==> config.mk <==
export PLATFORM = sky130hd
export DESIGN_NAME = rst_sequencer
export DESIGN_NICKNAME = d
export VERILOG_FILES = /design/src/rtl/rstseq_pkg.sv /design/src/rtl/rstseq_sync2.sv /design/src/rtl/rstseq_hold_timer.sv /design/src/rtl/rst_sequencer.sv
export SDC_FILE = /design/constraint.sdc
export NUM_CORES = 1
export LEC_CHECK = 0
export ABC_CLOCK_PERIOD_IN_PS = 2020
export BUFFER_PORTS_ARGS = -buffer_cell sky130_fd_sc_hd__buf_2
export CORE_MARGIN = 4
export CORE_UTILIZATION = 45
export DETAILED_ROUTE_END_ITERATION = 8
export GPL_TIMING_DRIVEN = 0
export PLACE_DENSITY = 0.66
export SLEW_MARGIN = 25
export SYNTH_ARGS = -nofsm -noshare
export SYNTH_HDL_FRONTEND = slang
export SYNTH_SLANG_ARGS = --single-unit
==> constraint.sdc <==
create_clock -name clk -period 2.02 [get_ports clk]
set_input_delay 0.202 -clock clk [delete_from_list [all_inputs] [get_ports clk]]
set_output_delay 0.202 -clock clk [all_outputs]
set_load 0.005 [all_outputs]
==> src/rtl/rstseq_pkg.sv <==
package rstseq_pkg;

  typedef enum logic [2:0] {
    ST_WAIT_PWR  = 3'd0,
    ST_HOLD_ALL  = 3'd1,
    ST_HOLD_POR  = 3'd2,
    ST_WAIT_STAT = 3'd3,
    ST_READY     = 3'd4,
    ST_FAULT     = 3'd5
  } seq_state_e;

  typedef struct packed {
    logic por_n;
    logic warm_n;
  } rst_lines_t;

  // Reset line levels as a pure function of the sequencer state
  function automatic rst_lines_t lines_for(seq_state_e s);
    rst_lines_t l;
    l.por_n  = (s == ST_WAIT_STAT) || (s == ST_READY);
    l.warm_n = (s == ST_HOLD_POR) || (s == ST_WAIT_STAT) || (s == ST_READY);
    return l;
  endfunction

  // Counter width able to hold the value lim
  function automatic int unsigned cnt_width(int unsigned lim);
    return (lim < 2) ? 1 : $clog2(lim + 1);
  endfunction

endpackage

==> src/rtl/rstseq_sync2.sv <==
module rstseq_sync2 (
  input  logic clk,
  input  logic rst_n,
  input  logic d_async,
  output logic q_sync
);
  logic meta_q;

  always_ff @(posedge clk or negedge rst_n) begin
    if (!rst_n) begin
      meta_q <= 1'b0;
      q_sync <= 1'b0;
    end else begin
      meta_q <= d_async;
      q_sync <= meta_q;
    end
  end
endmodule

==> src/rtl/rstseq_hold_timer.sv <==
module rstseq_hold_timer
  import rstseq_pkg::*;
#(
  parameter int unsigned CYC_LIM  = 1,
  parameter int unsigned TICK_LIM = 1
) (
  input  logic clk,
  input  logic rst_n,
  input  logic run,
  input  logic tick,
  output logic done
);
  localparam int unsigned CW = cnt_width(CYC_LIM);
  localparam int unsigned TW = cnt_width(TICK_LIM);

  logic [CW-1:0] cyc_q;
  logic [TW-1:0] tck_q;
  logic          cyc_met;
  logic          tck_met;

  assign cyc_met = (cyc_q == CW'(CYC_LIM));
  assign tck_met = (tck_q == TW'(TICK_LIM));

  // Both counters saturate; leaving run clears them for the next hold
  always_ff @(posedge clk or negedge rst_n) begin
    if (!rst_n) begin
      cyc_q <= '0;
      tck_q <= '0;
    end else if (!run) begin
      cyc_q <= '0;
      tck_q <= '0;
    end else begin
      if (!cyc_met)         cyc_q <= cyc_q + 1'b1;
      if (tick && !tck_met) tck_q <= tck_q + 1'b1;
    end
  end

  assign done = run && cyc_met && tck_met;

  // a hold can only finish if the timer was already running
  p_done_needs_run_r3: assert property (@(posedge clk) disable iff (!rst_n)
    done |-> $past(run));
  // once stopped, the timer starts again from zero
  p_stop_clears_r5: assert property (@(posedge clk) disable iff (!rst_n)
    !run |=> !done);
endmodule

==> src/rtl/rst_sequencer.sv <==
module rst_sequencer
  import rstseq_pkg::*;
#(
  parameter int unsigned N_SUPPLY     = 3,
  parameter int unsigned WARM_CYC     = 2_000_000,
  parameter int unsigned POR_CYC      = 4_000_000,
  parameter int unsigned REF_MIN      = 256,
  parameter int unsigned STAT_TIMEOUT = 1_000_000
) (
  input  logic                clk,
  input  logic                rst_n,
  input  logic [N_SUPPLY-1:0] supply_good,
  input  logic                gen_locked,
  input  logic                alt_ref_strap,
  input  logic                ref_pri_tick,
  input  logic                ref_sec_tick,
  input  logic                cpu_status,
  output logic                por_n_o,
  output logic                warm_n_o,
  output logic                ready_o,
  output logic                done_o,
  output logic                err_o,
  output logic [2:0]          state_o
);
  seq_state_e state_q, state_nx;
  rst_lines_t lines;

  // Named internal events
  logic pwr_ok;
  logic ref_tick;
  logic stat_s;
  logic warm_hold_done;
  logic por_hold_done;
  logic wait_expired;
  logic take_ready;
  logic take_fault;
  logic done_q;
  logic err_q;

  assign pwr_ok   = (&supply_good) && gen_locked;
  assign ref_tick = alt_ref_strap ? ref_pri_tick : ref_sec_tick;

  rstseq_sync2 u_stat_sync (
    .clk     (clk),
    .rst_n   (rst_n),
    .d_async (cpu_status),
    .q_sync  (stat_s)
  );

  rstseq_hold_timer #(.CYC_LIM(WARM_CYC), .TICK_LIM(REF_MIN)) u_warm_hold (
    .clk   (clk),
    .rst_n (rst_n),
    .run   (state_q == ST_HOLD_ALL),
    .tick  (ref_tick),
    .done  (warm_hold_done)
  );

  rstseq_hold_timer #(.CYC_LIM(POR_CYC), .TICK_LIM(REF_MIN)) u_por_hold (
    .clk   (clk),
    .rst_n (rst_n),
    .run   (state_q == ST_HOLD_POR),
    .tick  (ref_tick),
    .done  (por_hold_done)
  );

  rstseq_hold_timer #(.CYC_LIM(STAT_TIMEOUT), .TICK_LIM(1)) u_stat_wait (
    .clk   (clk),
    .rst_n (rst_n),
    .run   (state_q == ST_WAIT_STAT),
    .tick  (1'b1),
    .done  (wait_expired)
  );

  assign take_ready = pwr_ok && (state_q == ST_WAIT_STAT) && stat_s;
  assign take_fault = pwr_ok && (state_q == ST_WAIT_STAT) && !stat_s && wait_expired;

  always_comb begin
    state_nx = state_q;
    if (!pwr_ok) begin
      state_nx = ST_WAIT_PWR;
    end else begin
      unique case (state_q)
        ST_WAIT_PWR:  state_nx = ST_HOLD_ALL;
        ST_HOLD_ALL:  if (warm_hold_done) state_nx = ST_HOLD_POR;
        ST_HOLD_POR:  if (por_hold_done)  state_nx = ST_WAIT_STAT;
        ST_WAIT_STAT: begin
          if (take_ready)      state_nx = ST_READY;
          else if (take_fault) state_nx = ST_FAULT;
        end
        ST_READY:     state_nx = ST_READY;
        ST_FAULT:     state_nx = ST_WAIT_PWR;
        default:      state_nx = ST_WAIT_PWR;
      endcase
    end
  end

  always_ff @(posedge clk or negedge rst_n) begin
    if (!rst_n) begin
      state_q <= ST_WAIT_PWR;
      done_q  <= 1'b0;
      err_q   <= 1'b0;
    end else begin
      state_q <= state_nx;
      done_q  <= take_ready;
      err_q   <= err_q | take_fault;
    end
  end

  assign lines    = lines_for(state_q);
  assign por_n_o  = lines.por_n;
  assign warm_n_o = lines.warm_n;
  assign ready_o  = (state_q == ST_READY);
  assign done_o   = done_q;
  assign err_o    = err_q;
  assign state_o  = state_q;

  // release order of the two lines
  p_por_after_warm_r5: assert property (@(posedge clk) disable iff (!rst_n)
    por_n_o |-> warm_n_o);
  // losing power or lock reasserts everything on the next edge
  p_drop_restarts_r8: assert property (@(posedge clk) disable iff (!rst_n)
    !pwr_ok |=> (state_o == 3'd0 && !por_n_o && !warm_n_o && !ready_o));
  // nothing is released while power or lock is missing
  p_hold_without_power_r2: assert property (@(posedge clk) disable iff (!rst_n)
    (state_o == 3'd0) |-> (!por_n_o && !warm_n_o));
  // ready only with power-on reset released
  p_ready_needs_por_r6: assert property (@(posedge clk) disable iff (!rst_n)
    ready_o |-> por_n_o);
  // done is a single-cycle pulse
  p_done_pulse_r7: assert property (@(posedge clk) disable iff (!rst_n)
    done_o |=> !done_o);
  // the error flag is sticky
  p_err_sticky_r9: assert property (@(posedge clk) disable iff (!rst_n)
    err_o |=> err_o);
  // a timeout goes to fault, then restarts from the beginning
  p_fault_path_r9: assert property (@(posedge clk) disable iff (!rst_n)
    take_fault |=> (state_o == 3'd5 && err_o && !por_n_o));
  p_fault_exit_r9: assert property (@(posedge clk) disable iff (!rst_n)
    (state_o == 3'd5) |=> (state_o == 3'd0));
  // only the six defined codes appear
  p_state_legal_r10: assert property (@(posedge clk) disable iff (!rst_n)
    state_o <= 3'd5);
endmodule

Word level (Yosys, flattened, before mapping)

Index checks and enable logic that the tools add are counted.

Equality and inequality tests: 17
$add $sub $neg: 6
Bitwise logic cells: 1
Multiplexer cells: 19
Reduce and logical (&&, ||, !) cells: 22

Operators with widths:

| operator                                                        | number |
|---|---|
| 22-bit 2-to-1 mux                                               | 2 |
| 21-bit 2-to-1 mux                                               | 2 |
| 20-bit 2-to-1 mux                                               | 2 |
| 9-bit 2-to-1 mux                                                | 4 |
| 22-bit by 1-bit adder with 22-bit output, second input constant | 1 |
| 22-bit == test, second input constant                           | 1 |
| 21-bit by 1-bit adder with 21-bit output, second input constant | 1 |
| 21-bit == test, second input constant                           | 1 |
| 20-bit by 1-bit adder with 20-bit output, second input constant | 1 |
| 20-bit == test, second input constant                           | 1 |
| 9-bit by 1-bit adder with 9-bit output, second input constant   | 2 |
| 9-bit == test, second input constant                            | 2 |
| 3-bit 2-to-1 mux                                                | 5 |
| 3-bit case mux with 5 select lines                              | 1 |
| 1-bit logical AND                                               | 13 |
| 2-bit inequality test, second input constant                    | 5 |
| 3-bit by 2-bit == test with 1-bit output, second input constant | 2 |
| 3-bit inequality test, second input constant                    | 2 |
| 3-bit AND reduction                                             | 2 |
| 4-bit inequality test, second input constant                    | 1 |
| 3-bit by 1-bit == test with 1-bit output, second input constant | 1 |
| 3-bit == test, second input constant                            | 1 |
| 1-bit logical NOT                                               | 3 |
| 3-bit logical NOT                                               | 1 |
| other kinds (4)                                                 | 8 |

Logic and storage cells: 76
Output and inout bits: 8
Bits of input ports: 10
Bits in registers: 89

Logic depth before layout (Yosys ltp)

Gate-level depths: netlist (run 1).

Depth after elaboration: 9
Mapped depth: 7
Mapped depth without buffers: 7

By module

A second synthesis (run 1) with hierarchy kept.

Cells, all modules: 498
Area total of the unflattened synthesis: 4,747.1 µm²

By module, submodules not included:

| module                           | sequential area each (µm²) | instances | cells an instance | area an instance (µm²) |
|---|---|---|---|---|
| rstseq_hold_timer at u_por_hold  | 775.7                      | 1         | 179               | 1,695.4 |
| rstseq_hold_timer at u_warm_hold | 750.7                      | 1         | 163               | 1,581.5 |
| rstseq_hold_timer at u_stat_wait | 525.5                      | 1         | 120               | 1,114.8 |
| rst_sequencer                    | 125.1                      | 1         | 34                | 305.3 |
| rstseq_sync2                     | 50.0                       | 1         | 2                 | 50.0 |

Least setup slack after synthesis (run 1)

OpenSTA, ideal clock, no wires.

Path kind: flip-flop to flip-flop
From: reg u_por_hold.cyc_q[1]
To: reg u_por_hold.cyc_q[16]
Arrival time: 1,705 ps
Stages on the path, launching flop included: 7
Setup time: 78 ps
Setup slack: 237 ps
Clock period less this slack: 1,783 ps
Cell sequence: dfrtp_1 > ha_1 > inv_1 > or4_1 > buf_2 > or3_1 > a21oi_1

Word-level cells in the longest chain between the ends: 3
Elaborated cells between the ends (all ways): 5
Those cells by class: add/sub: 1; eq/ne: 2; mux: 2

RTL lines:

| element                                  | RTL line                | text |
|---|---|---|
| from (decl)                              | rstseq_hold_timer.sv:16 | `logic [CW-1:0] cyc_q;` |
| from (signal assigned)                   | rstseq_hold_timer.sv:33 | `if (!cyc_met) cyc_q <= cyc_q + 1'b1;` |
| 22-bit by 1-bit adder with 22-bit output | rstseq_hold_timer.sv:33 |  |
| 22-bit 2-to-1 mux                        | rstseq_hold_timer.sv:33 |  |
| 22-bit 2-to-1 mux                        | rstseq_hold_timer.sv:29 | `end else if (!run) begin` |

Several ways; a longest one is shown, not always the timed one. The select of a mux whose other input is x is not followed.
A chain may end at the register's enable or synchronous reset.

Worst setup path after layout (run 1)

From: reg u_por_hold.cyc_q[1]
To: reg u_por_hold.cyc_q[18]

The elaborated chain is that of the path after synthesis.

==> results of run 1 <==
final cells by class:
class	instances	area, µm²	share of cell area
sequential	89	2230	0.442
multi-input combinational	347	2130	0.423
tap	133	166	0.0330
timing repair buffer	22	154	0.0305
clock buffer	11	141	0.0281
clock inverter	3	90.1	0.0179
inverter	23	86.3	0.0171
buffer	10	40.0	0.00794
final timing paths:
kind | cells past startpoint | endpoint | slack (ps) | startpoint
max reg2reg | 6 | u_por_hold.cyc_q[18] | 120 | u_por_hold.cyc_q[1]
min reg2reg | 0 | u_stat_sync.q_sync | 390 | u_stat_sync.meta_q
min in group asynchronous | 2 | u_por_hold.cyc_q[9] | 280 | rst_n
max in group asynchronous | 3 | u_warm_hold.tck_q[3] | 1160 | rst_n
max | 6 | u_por_hold.cyc_q[18] | 120 | u_por_hold.cyc_q[1]
min | 3 | state_o[2] | 230 | supply_good[1]
cell families (layout without fill, tap and decap cells):
logic type | Yosys count | in the layout | share of synthesized area
DFF | 89 | 89 | 0.500
buffers and inverters | 33 | 69 | 0.0281
muxes | 4 | 4 | 0.00927
AOI/OAI and AO/OA | 30 | 30 | 0.0382
xor gates and xnor gates | 65 | 65 | 0.128
adders and majority gates | 10 | 10 | 0.0281
and+or+nand+nor | 238 | 238 | 0.269
cell usage in the layout (no fill, tap or decap), types with 3 or more instances in the layout:
master | synthesis | final
clkbuf_8 | 0 | 10
nor3_1 | 11 | 9
and3_1 | 7 | 7
nor4b_1 | 6 | 6
xnor2_1 | 23 | 23
o21ai_0 | 9 | 9
buf_1 | 5 | 4
xor2_1 | 42 | 42
nor2_1 | 87 | 87
nand2_1 | 33 | 33
a21oi_1 | 13 | 13
dfrtp_1 | 89 | 88
or2_2 | 3 | 3
ha_1 | 10 | 10
and4_1 | 4 | 4
nand2b_1 | 3 | 3
mux2i_1 | 3 | 3
bufinv_16 | 0 | 3
nor3b_1 | 3 | 3
nand3_1 | 28 | 28
buf_2 | 1 | 17
a21boi_0 | 3 | 3
inv_1 | 23 | 23
clkbuf_1 | 4 | 5
nand4_1 | 22 | 22
nor4_1 | 9 | 7
or3_1 | 11 | 11
sequential cells by signal, indices dropped and copies added, names as in the netlist:
register / cells
done_o: 1
u_warm_hold.tck_q: 9
err_o: 1
u_warm_hold.cyc_q: 21
state_o: 3
u_por_hold.tck_q: 9
u_stat_sync.meta_q: 1
u_stat_wait.tck_met: 1
u_por_hold.cyc_q: 22
u_stat_wait.cyc_q: 20
u_stat_sync.q_sync: 1
worst max-delay path: cells and delay by family, from the launching register on:
family	cells	cell delay (ps)
and+or+nand+nor	2	860
AOI/OAI and AO/OA	1	140
adders and majority gates	1	180
DFF	1	390
buffers and inverters	2	260
metal layers:
metal	global-route usage	up-vias	part of all wire
met1	0.218	1611	0.49
met5	0	-	0
li1	-	1658	-
met4	0.0559	0	0.017
met2	0.248	35	0.46
met3	0.0474	13	0.035
repair_timing:
| item | 4_1_cts | 5_1_grt |
|---|---|---|
| endpoints found under the setup margin | 0 | 16 |
| buffers inserted | 0 | 2 |
| hold endpoints to repair | 31 | 0 |
| hold buffers | 2 | 0 |
| resized for setup | 0 | 7 |
metrics by stage:
step           hold WS [ps]  instance area (µm²)  setup TNS [ps]
5_1_grt                 253                 5040           -20.3
3_3_place_gp            311                 4710           -5220
3_5_place_dp            105                 4740               0
4_1_cts                 220                 4990               0
2_1_floorplan         -93.6                 4450               0
6_report                225                 5040               0
where the power goes:
| part | total (W) | internal (W) | switching [W] |
|---|---|---|---|
| logic | 0.0000816 | 0.0000258 | 0.0000558 |
| registers | 0.00179 | 0.00178 | 0.00000436 |
| clock network | 0.00145 | 0.000843 | 0.000603 |
==> run metrics, run 1 <==
routed len/inst=13.5 µm; initial antenna violation count=0; min-delay worst type=in -> reg; number of DRC markers in iteration 0=99; CP startpoint kind=flip-flop; filler instances=894; synth unique cells=39; area grow syn2layout=13.1%; Vias=3317; crit path max fanout=6; layout cells sized above 1=0.101; most frequent cells after synthesis=dfrtp_1, nor2_1, xor2_1; Pre-Repair DR Iteration Count=4; final WL=8600 µm; GP Congestion=0.847; Worst setup EP type=flip-flop; Syn Nets=489; Die W=107 µm; post-route insts no fill=638; Main synth FF type=dfrtp_1; flop and latch count out of synthesis=89; run status=complete, no violations; Leakage Power=2.00 nW; Synth top area share=0.500; ranking of synthesized cells by area=dfrtp_1, xor2_1, nor2_1, xnor2_1, nand3_1; final setup fails=0; period utilization=0.942; slowest cell on the critical path=or4_1; Chip Height=107 µm; Slew Limit Headroom=0.565; skew final=9.78 ps; CTS buffer count=9; Core Area=9680 µm²; vias in the first global route=3239; VDD IR max=340 µV; clk sinks=89; H-tree levels=3; grt ovf=0; CTS tree=built; io pins=18; Clock Tree Buf Depth=2; Avg Cell Area, Syn=9.50 µm²; final slew viol count=0; Placed Instances=620; DPL Wire Length=6000 µm; drt via density=5.20; max_cap viols=0; clock period minus worst slack=1900 ps; Worst-Margin Slew=646 ps; worst skew pair latency=360 ps; final hold violation count=0; clk slew on worst S/H paths=90 ps; cell accounting for the most synthesized area=dfrtp_1; first-pass GRT wire length=15100 µm; final setup margin=118 ps; IO buf count=17; Die ar.=11600 µm²; f_max=0.526 GHz; PwrDens=658 nW/µm²; final core occ=0.520; row cnt=36; root buf cell=clkbuf_8; fin nets=522; Critical Path RT=2300 ps; Starting Density=0.460; Power, Total=0.00332 W; synthesized cell area=4450 µm²; Post-synth EDFFs=0; antenna-violating nets left=0; CP Class=reg -> reg; max incr delay on CP=520 ps; Total GRT Usage=0.162; worst path cell trace=ha_1, inv_1, or4_1, buf_2, or3_1, a21oi_1; asr flop ratio synth=1.00; worst path arrival time=2180 ps; drc violations=0; pre-CTS WS=32.5 ps; diode count=0; Yosys warnings=0; post-synthesis sequential area ratio=0.500; cells after synthesis=469; pin count of the biggest net entering global routing=60; most frequent cell after synthesis=dfrtp_1
Power figures use the tool's default switching activity.
==> inputs of run 2 (changes only) <==
Settings changed: BUFFER_PORTS_ARGS -buffer_cell sky130_fd_sc_hd__buf_2 to -buffer_cell sky130_fd_sc_hd__buf_4.
==> run 2 against run 1 <==
Effect of this change: wire length is 1.7% lower; first-iteration DRC count increased by 18%; non-clock buffer count up 2; fmax fell by 2.3%; final cell count grew 0.63%; sequential power about the same; clock-buffer cell count decreased by 2; final area about the same; combinational power fell by 3.3%.
==> run metrics, run 2 (synthesized netlist as in run 1, its figures left out) <==
CP startpoint kind=flip-flop; worst path cell trace=ha_2, inv_1, or4_1, buf_4, or3_1, a21oi_1; H-tree levels=3; CP Class=reg -> reg; grt ovf=0; run status=complete, no violations; Power, Total=0.00300 W; final WL=8450 µm; pin count of the biggest net entering global routing=90; worst path arrival time=2230 ps; crit path max fanout=6; final setup margin=72.5 ps; Total GRT Usage=0.160; Vias=3330; flop2flop setup slack=70 ps; worst reg2reg path endpoint=u_por_hold.cyc_q[16]; area grow syn2layout=13.2%; row cnt=36; VDD IR max=262 µV; slowest cell on the critical path=or4_1; PwrDens=594 nW/µm²; CTS tree=built; Top delay family on crit path=simple AND/OR/NAND/NOR gates; final setup fails=0; Starting Density=0.460; R2R Path Start=u_por_hold.cyc_q[1]; IO buf count=17; layout cells sized above 1=0.116; hold path start=supply_good[1]; Largest regs=u_por_hold.cyc_q: 22 flops, u_warm_hold.cyc_q: 21 flops, u_stat_wait.cyc_q: 20 flops; first-pass GRT wire length=15000 µm; final slew viol count=0; Die ar.=11600 µm²; filler instances=893; initial antenna violation count=0; DPL Wire Length=5810 µm; GP Congestion=0.819; skew final=14.4 ps; diode count=0; Worst Reg-to-Reg Cells=6; f_max=0.513 GHz; Slew Limit Headroom=0.468; io pins=18; period utilization=0.964; Worst-Margin Slew=797 ps; final core occ=0.521; worst skew pair latency=360 ps; Core Area=9680 µm²; max incr delay on CP=520 ps; clock period minus worst slack=1950 ps; Leakage Power=1.99 nW; Largest Register=u_por_hold.cyc_q; Critical Path RT=2310 ps; final hold violation count=0; Buf+Inv Stages, Crit Path=2; commonest non-fill, non-tap cells in the layout=dfrtp_1, nor2_1, xor2_1; Hold EP=state_o[2]; hold path cells=3; Pre-Repair DR Iteration Count=4; CTS buffer count=9; fin nets=524; Clock Tree Buf Depth=2; min-delay worst type=in -> reg; Chip Height=107 µm; clk sinks=89; root buf cell=clkbuf_8; routed len/inst=13.2 µm; clk slew on worst S/H paths=100 ps; drt via density=5.19; number of DRC markers in iteration 0=117; pre-CTS WS=41.7 ps; vias in the first global route=3238; Worst setup EP type=flip-flop; most common cell after layout, fill and taps aside=dfrtp_1; Die W=107 µm; max reg flops=22; Hold Slack=239 ps; antenna-violating nets left=0; max_cap viols=0; drc violations=0
[run 2: layout make-up]
cell class	instances	area [µm²]	share of cell area
Inverter	23	86.3	0.0171
Buffer	10	42.5	0.00844
Timing Repair Buffer	24	189	0.0375
Sequential cell	89	2230	0.442
Tap cell	133	166	0.0330
Clock buffer	9	124	0.0246
Multi-Input combinational cell	347	2150	0.427
Clock inverter	7	53.8	0.0107
[run 2: timing repair]
| action | CTS | global route |
|---|---|---|
| hold buffers | 2 | 0 |
| setup endpoints to repair | 0 | 19 |
| endpoints found under the hold margin | 90 | 0 |
| setup buffers | 0 | 5 |
| resized for setup | 0 | 12 |
[run 2: power by group]
part / internal, W / total [W] / switching [W] / leakage [nW]
sequential: 0.00178 / 0.00179 / 0.00000415 / 1.24
combinational: 0.0000248 / 0.0000789 / 0.0000541 / 0.671
clock: 0.000455 / 0.00113 / 0.000673 / 0.0822
total: 0.00226 / 0.00300 / 0.000732 / 1.99
[run 2: metrics by stage]
stage | area [µm²] | setup TNS, ps | instances
2_1_floorplan | 4450 | 0 | 469
3_3_place_gp | 4750 | 0 | 619
3_5_place_dp | 4750 | 0 | 619
4_1_cts | 4950 | 0 | 637
5_1_grt | 5040 | -60.6 | 642
6_report | 5040 | 0 | 642
[run 2: worst register-to-register path: cells and delay by family, from the launching register on]
family,cells,cell delay (ps)
AOI/OAI and AO/OA,1,140
DFF,1,420
and+or+nand+nor,2,860
buffers and inverters,2,240
adders and majority gates,1,200
[run 2: per-layer routing]
metal | global-route usage | share of wire
met1 | 0.222 | 0.49
met2 | 0.249 | 0.47
met3 | 0.0318 | 0.025
met4 | 0.0559 | 0.017
met5 | 0 | 0
[run 2: how the worst max path moves through the flow]
stage                                  endpoint  slack [ps]            startpoint  cells past startpoint
after global routing       u_por_hold.cyc_q[20]         -20   u_por_hold.cyc_q[1]                      7
after global placement    u_warm_hold.cyc_q[16]          30  u_warm_hold.cyc_q[1]                      6
after detailed placement  u_warm_hold.cyc_q[16]          40  u_warm_hold.cyc_q[1]                      6
final                      u_por_hold.cyc_q[16]          70   u_por_hold.cyc_q[1]                      6
after CTS                               por_n_o          10            state_o[1]                      5
after floorplan            u_por_hold.cyc_q[16]         240   u_por_hold.cyc_q[1]                      6
==> inputs of run 3 (changes only) <==
Settings changed: CORE_ASPECT_RATIO set to 0.7.
==> run 3 against run 2 <==
Effect of this change: power grew 18%; combinational power shrank 0.6%; via count fell by 2.0%; die area rose by 0.22%; final cell count down 1.2%; wire length increased by 3.0%; largest cell class unchanged; non-clock buffer count down 3; register-to-register slack is essentially flat.
==> run metrics, run 3 (synthesized netlist as in run 1, its figures left out) <==
run status=complete, no violations; multi-input logic area=2140 µm²; final setup fails=0; number of DRC markers in iteration 0=216; H-tree levels=3; Chip Height=91.2 µm; clk sinks=89; sequential share of power=0.507; Worst setup EP type=flip-flop; Net Sw Power=0.000733 W; Critical Path RT=2280 ps; drc violations=0; skew final=4.26 ps; pin count of the biggest net entering global routing=90; DPL Wire Length=6070 µm; Clk pwr share=0.471; commonest non-fill, non-tap cells in the layout=dfrtp_1, nor2_1, xor2_1; CP startpoint kind=flip-flop; Top delay family on crit path=simple AND/OR/NAND/NOR gates; worst path arrival time=2210 ps; Total GRT Usage=0.163; final WL=8710 µm; final hold violation count=0; Power, Total=0.00353 W; clk slew on worst S/H paths=60 ps; crit path max fanout=6; vias in the first global route=3146; drt via density=5.15; Clock Tree Buf Depth=2; Die ar.=11600 µm²; Logic pwr share=0.022; most common cell after layout, fill and taps aside=dfrtp_1; Slew Limit Headroom=0.472; worst skew pair latency=330 ps; period utilization=0.962; io pins=18; FF+latch area=2230 µm²; CTS tree=built; layout cells sized above 1=0.105; Leakage Power=2.02 nW; Pre-Repair DR Iteration Count=4; VDD IR max=472 µV; initial antenna violation count=0; Crit. path cell count=6; f_max=0.514 GHz; clock period minus worst slack=1940 ps; max reg flops=22; Worst-Margin Slew=792 ps; Buf+Inv Stages, Crit Path=2; Core Area=9680 µm²; antenna-violating nets left=0; min-delay worst type=in -> reg; first-pass GRT wire length=15300 µm; CTS buffer count=9; diode count=0; CP Class=reg -> reg; final slew viol count=0; internal power=0.00280 W; hold path cells=3; Vias=3262; root buf cell=clkbuf_16; row cnt=30; IO buf count=17; Setup TNS=0 ps; worst path cell trace=ha_2, inv_1, or4_1, buf_4, or3_1, a21oi_2; Worst Reg-to-Reg Cells=6; Sw Ratio=0.207; Largest regs=u_por_hold.cyc_q: 22 flops, u_warm_hold.cyc_q: 21 flops, u_stat_wait.cyc_q: 20 flops; area grow syn2layout=14.9%; max_cap viols=0; filler instances=883; slowest cell on the critical path=or4_1; Die W=127 µm; GP Congestion=0.807; routed len/inst=13.7 µm; Largest Register=u_por_hold.cyc_q; grt ovf=0; fin nets=521; PwrDens=690 nW/µm²; Starting Density=0.460; max incr delay on CP=540 ps
[run 3: cell count changes in the layout (fill, tap and decap cells not counted), moves of 2 or more]
cell       change
a21oi_1        -2
a21oi_2        +2
clkbuf_8       -8
inv_6          -2
clkbuf_16      +9
buf_4          -3
[run 3: what timing repair did]
action / in CTS / in global routing
hold buffers: 2 / 0
buffers inserted: 0 / 2
hold endpoints to repair: 90 / 0
endpoints found under the setup margin: 0 / 10
resized for setup: 0 / 9
[run 3: path summary, 6_finish.rpt]
kind	end	from	slack [ps]
min reg2reg	u_stat_sync.q_sync	u_stat_sync.meta_q	360
max in group asynchronous	u_por_hold.tck_q[7]	rst_n	980
max reg2reg	u_por_hold.cyc_q[16]	u_por_hold.cyc_q[0]	80
max	u_por_hold.cyc_q[16]	u_por_hold.cyc_q[0]	80
min	state_o[2]	supply_good[1]	290
min in group asynchronous	u_stat_wait.cyc_q[5]	rst_n	490
[run 3: layout make-up]
class                   count  share of cell area
flip-flops and latches     89               0.435
clock buffers              11              0.0474
inverters                  23              0.0169
plain buffers              10             0.00831
clock inverters             5              0.0108
repair buffers             21              0.0325
well taps                 128              0.0313
multi-input cells         347               0.418
[run 3: worst reg2reg max path, stage by stage (launching register included)]
cell,delay [ps]
dfrtp_1,400
ha_2,200
inv_1,70
or4_1,540
buf_4,180
or3_1,360
a21oi_2,140
[run 3: per-stage QoR]
| step | util | setup slack (ps) | instance area (µm²) | cells | hold slack [ps] |
|---|---|---|---|---|---|
| after floorplan | - | 237 | 4450 | 469 | -93.6 |
| after global placement | 0.490 | 85.5 | 4740 | 614 | 327 |
| after detailed placement | 0.490 | 78.7 | 4750 | 614 | 322 |
| after CTS | 0.523 | 50.3 | 5060 | 632 | 284 |
| after global routing | 0.529 | -10.7 | 5120 | 634 | 309 |
| final | 0.529 | 76.1 | 5120 | 634 | 294 |
[run 3: power groups by stage]
stage	combinational [W]	clock (W)	sequential [W]
6_report	0.0000784	0.00166	0.00179
5_1_grt	0.0000923	0.00181	0.00179
4_1_cts	0.0000833	0.00171	0.00179
3_5_place_dp	0.0000798	0	0.00182
3_3_place_gp	0.0000779	0	0.00182
2_1_floorplan	0.0000218	0	0.00182
[run 3: layer usage]
metal	share of wire	vias to the layer above	routed length, µm	GRT usage
li1	-	1662	-	-
met1	0.52	1553	4570	0.248
met2	0.44	42	3830	0.229
met3	0.030	5	257	0.0417
met4	0.0057	0	50	0.0420
met5	0	-	0	0
